--- src/rtl/cascade_capture.sv ---
module cascade_capture #(
  parameter int HALF_W = 16
) (
  input  logic                  clk,
  input  logic                  rst_n,
  input  logic                  cap_evt,
  input  logic                  hi_dly_en,
  output logic [2*HALF_W-1:0]   cap_value,
  output logic                  cap_valid
);

  localparam logic [HALF_W-1:0] HALF_MAX = '1;
  localparam logic [HALF_W-1:0] HALF_ONE = {{(HALF_W-1){1'b0}}, 1'b1};

  logic [HALF_W-1:0] lo_cnt, hi_cnt;
  logic [HALF_W-1:0] lo_stg, hi_stg;
  logic              ovf, evt_q, dly_q;
  logic [HALF_W-1:0] hi_pick;

  assign hi_pick = dly_q ? hi_cnt : hi_stg;

  always_ff @(posedge clk) begin
    if (!rst_n) begin
      lo_cnt    <= '0;
      hi_cnt    <= '0;
      ovf       <= 1'b0;
      evt_q     <= 1'b0;
      dly_q     <= 1'b0;
      lo_stg    <= '0;
      hi_stg    <= '0;
      cap_value <= '0;
      cap_valid <= 1'b0;
    end else begin
      lo_cnt <= lo_cnt + HALF_ONE;
      ovf    <= (lo_cnt == HALF_MAX);
      if (ovf) hi_cnt <= hi_cnt + HALF_ONE;
      evt_q <= cap_evt;
      if (cap_evt) begin
        lo_stg <= lo_cnt;
        hi_stg <= hi_cnt;
        dly_q  <= hi_dly_en;
      end
      cap_valid <= evt_q;
      if (evt_q) cap_value <= {hi_pick, lo_stg};
    end
  end

endmodule


--- config.mk ---
export PLATFORM = sky130hd
export DESIGN_NAME = cascade_capture
export DESIGN_NICKNAME = d
export VERILOG_FILES = /design/src/rtl/cascade_capture.sv
export SDC_FILE = /design/constraint.sdc
export NUM_CORES = 1
export LEC_CHECK = 0
export CAP_MARGIN = 30
export CORE_MARGIN = 2
export CORE_UTILIZATION = 55
export CTS_CLUSTER_SIZE = 20
export DETAILED_ROUTE_END_ITERATION = 10
export GPL_TIMING_DRIVEN = 0
export PLACE_DENSITY_LB_ADDON = 0.3
export SYNTH_ARGS = -nofsm -noshare
export SYNTH_HDL_FRONTEND = slang
export SYNTH_SLANG_ARGS = --single-unit
--- constraint.sdc ---
create_clock -name clk -period 4.4 [get_ports clk]
set_clock_uncertainty 0.15 [all_clocks]
set_input_delay 0.66 -clock clk [delete_from_list [all_inputs] [get_ports clk]]
set_output_delay 0.66 -clock clk [all_outputs]
set_load 0.02 [all_outputs]
==> flow_summary.json <==
{
  "status": "finished clean",
  "finalSetupTns_ns": 0,
  "drive_above_1_share": 0.0884,
  "clock-sinks": 100,
  "holdWs_ns": 0.334,
  "synth_fp_nets": 398,
  "synthCells": 392,
  "clock_latency_ns": 0.35,
  "grt_antenna_before_repair": 0,
  "p_sw_uw": 357,
  "crit_chain": "clkdlybuf4s50_1",
  "min_period_ns": 2.16,
  "dieArea_mm2": 0.00828,
  "avgRoutedWirePerCell_um": 14.2,
  "initial_core_util": 0.571,
  "tightest_slew_ns": 0.537,
  "rows": 31,
  "r2r-end": "lo_cnt[12]",
  "postCtsSetupBuffers": 0,
  "stdcell_count": 540,
  "maxCapViolations": 0,
  "leakagePower_nw": 2.03,
  "finalPower_mw": 1.71,
  "root_buffer": "clkbuf_8",
  "dieWidth_um": 91.0,
  "tritoncts": "yes",
  "die_y_um": 91.0,
  "path_buf_inv": 1,
  "routabilityCongestion": 0.800,
  "slew_viol_final": 0,
  "worst-r2r-cell-count": 5,
  "grt_max_degree": 16,
  "drt_iter0_markers": 151,
  "ff2ff_setup_slack_ns": 2.61,
  "fin_nets": 443,
  "grt_use_total": 0.198,
  "io_buffers": 34,
  "cp_slowest_cell": "clkdlybuf4s50_1",
  "finalSetupViolations": 0,
  "clk_pin_slew_worst_paths_ns": 0.08,
  "critPathKind": "register to output port",
  "ant_nets": 0,
  "htree_levels": 3,
  "ys_seq_elements": 100,
  "ys_warn_count": 0,
  "path_max_fanout": 2,
  "rsz0062_at_grt": "no",
  "slew_headroom": 0.642,
  "grt_pass1_wl_mm": 13.2,
  "synth_area_mm2": 0.00416,
  "ys_seq_area_frac": 0.481,
  "vdd_drop_max_v": 0.000280,
  "hold_depth": 1,
  "areaGrowthSynthToFinish_pct": 16.9,
  "dr.pass1.iters": 4,
  "slowest_delay_ns": 0.62,
  "hold_end": "cap_value[28]",
  "swShare": 0.208,
  "r2r-start": "lo_cnt[0]",
  "vias": 2814,
  "dp_hpwl_mm": 5.41,
  "dp.cells": 525,
  "p_int_mw": 1.36,
  "tritoncts.num_buffers": 9,
  "power_frac_clock": 0.396,
  "synth_cell_type_count": 30,
  "fin_crit_sh": 0.492,
  "cp.arrival_ns": 1.35,
  "hold_viol_final": 0,
  "min_from": "cap_value[28]",
  "clk_path_buf_depth": 2,
  "grt_pass1_vias": 2774,
  "fmax_ghz": 0.462,
  "pin_count": 37,
  "syn_area_per_cell_um2": 10.6,
  "combPwrFrac": 0.063,
  "hold_class": "register to register",
  "startpoint_type": "register",
  "hold_buffers": 0,
  "drt_wl_total_mm": 7.68,
  "num_antenna_cells": 0,
  "grt-ovfl-total": 0,
  "cpLargestDelayFamily": "buffers and inverters",
  "drc": 0,
  "coreArea_mm2": 0.00729,
  "critPathRequiredTime_ns": 3.59,
  "worst_setup_path_end_kind": "output port",
  "ctsResizeCount": 0,
  "seqPwrFrac": 0.541,
  "power_density_mw_per_mm2": 352,
  "viasPerCell": 5.21
}
-- area by class of cell --
cell class | instances | area [µm²]
timing repair buffer | 34 | 340
clock inverter | 5 | 100
clock buffer | 10 | 138
tap | 99 | 124
fill | 591 | 2430
buffer | 27 | 120
multi-input combinational | 262 | 2030
inverter | 3 | 11.3
sequential | 100 | 2000
-- cell families (layout without fill, tap and decap cells) --
logic type      after synthesis  after routing  synth area share
mux                          68             68             0.163
fa+ha+maj                     2              2           0.00601
compound gates               22             22            0.0475
simple gates                146            146             0.220
xor+xnor                     24             24            0.0505
flops                       100            100             0.481
buf+inv                      30             79            0.0315
-- cells in the final DEF (no fill, tap or decap), drive strengths merged --
master	instances
nand3	11
nand2b	2
nor4	5
o211a	16
or3	2
and3	4
o21ai	2
a21oi	1
clkinv	2
nor2	2
nor2b	51
and4	3
clkbuf	24
mux2i	68
a21boi	2
and2	27
bufinv	3
buf	13
or3b	1
nand2	24
dfxtp	100
ha	2
inv	3
xor2	12
clkdlybuf4s50	34
nand4	9
o21a	1
xnor2	12
nor3	5
-- how the worst max path moves through the flow --
stage,to,slack (ns),start,cells after the start
after global routing,cap_value[31],2.21,cap_value[31],1
after CTS,cap_value[15],2.24,cap_value[15],1
after floorplan,lo_cnt[12],2.78,lo_cnt[0],5
final,cap_value[15],2.24,cap_value[15],1
after detailed placement,cap_value[30],2.48,rst_n,3
after global placement,cap_value[28],2.48,rst_n,3
-- cells in the mapped netlist --
| cell | count | share of area |
|---|---|---|
| and3_1 | 4 | 0.0060 |
| o21ai_0 | 2 | 0.0024 |
| clkbuf_1 | 12 | 0.011 |
| clkbuf_2 | 2 | 0.0024 |
| nand4_1 | 7 | 0.011 |
| o211a_1 | 16 | 0.038 |
| inv_1 | 3 | 0.0027 |
| nand4_4 | 2 | 0.010 |
| nor3_1 | 5 | 0.0060 |
| nor2_1 | 2 | 0.0018 |
| buf_2 | 13 | 0.016 |
| ha_1 | 2 | 0.0060 |
| mux2i_1 | 68 | 0.16 |
| and4_1 | 3 | 0.0063 |
| or3b_1 | 1 | 0.0021 |
| xnor2_1 | 12 | 0.025 |
| nand3_2 | 1 | 0.0024 |
| a21oi_1 | 1 | 0.0012 |
| and2_1 | 27 | 0.041 |
| nand3_1 | 9 | 0.011 |
| nand2_1 | 24 | 0.022 |
| or3_1 | 2 | 0.0030 |
| nand2b_1 | 2 | 0.0030 |
| nor2b_1 | 51 | 0.077 |
| xor2_1 | 12 | 0.025 |
| a21boi_1 | 2 | 0.0036 |
| o21a_1 | 1 | 0.0018 |
| nor4_2 | 5 | 0.015 |
| nand3_4 | 1 | 0.0042 |
| dfxtp_1 | 100 | 0.48 |
-- power by group through the flow --
stage | registers (mW) | clock network (mW) | logic [mW]
2_1_floorplan | 0.958 | 0 | 0.0615
3_3_place_gp | 0.948 | 0 | 0.107
3_5_place_dp | 0.948 | 0 | 0.109
4_1_cts | 0.927 | 0.692 | 0.109
5_1_grt | 0.929 | 0.727 | 0.116
6_report | 0.927 | 0.678 | 0.108
-- metrics by stage --
step / utilization / cell area, µm² / worst slack, ns
2_1_floorplan: - / 4160 / 2.78
3_3_place_gp: 0.635 / 4630 / 2.48
3_5_place_dp: 0.635 / 4630 / 2.48
4_1_cts: 0.667 / 4870 / 2.24
5_1_grt: 0.667 / 4870 / 2.21
6_report: 0.667 / 4870 / 2.24
-- per-layer routing --
metal,routed length (µm),GRT usage,vias to the layer above
li1,-,-,1422
met1,3530,0.241,1347
met2,3850,0.351,38
met3,224,0.0506,7
met4,82,0.0417,0
met5,0,0,-
-- sequential cells by signal, summed over array words and instances, names as in the netlist --
| name | count |
|---|---|
| cap_valid | 1 |
| lo_cnt | 16 |
| hi_cnt | 16 |
| ovf | 1 |
| hi_stg | 16 |
| evt_q | 1 |
| cap_value | 32 |
| lo_stg | 16 |
| dly_q | 1 |
Power figures use the tool's default switching activity.
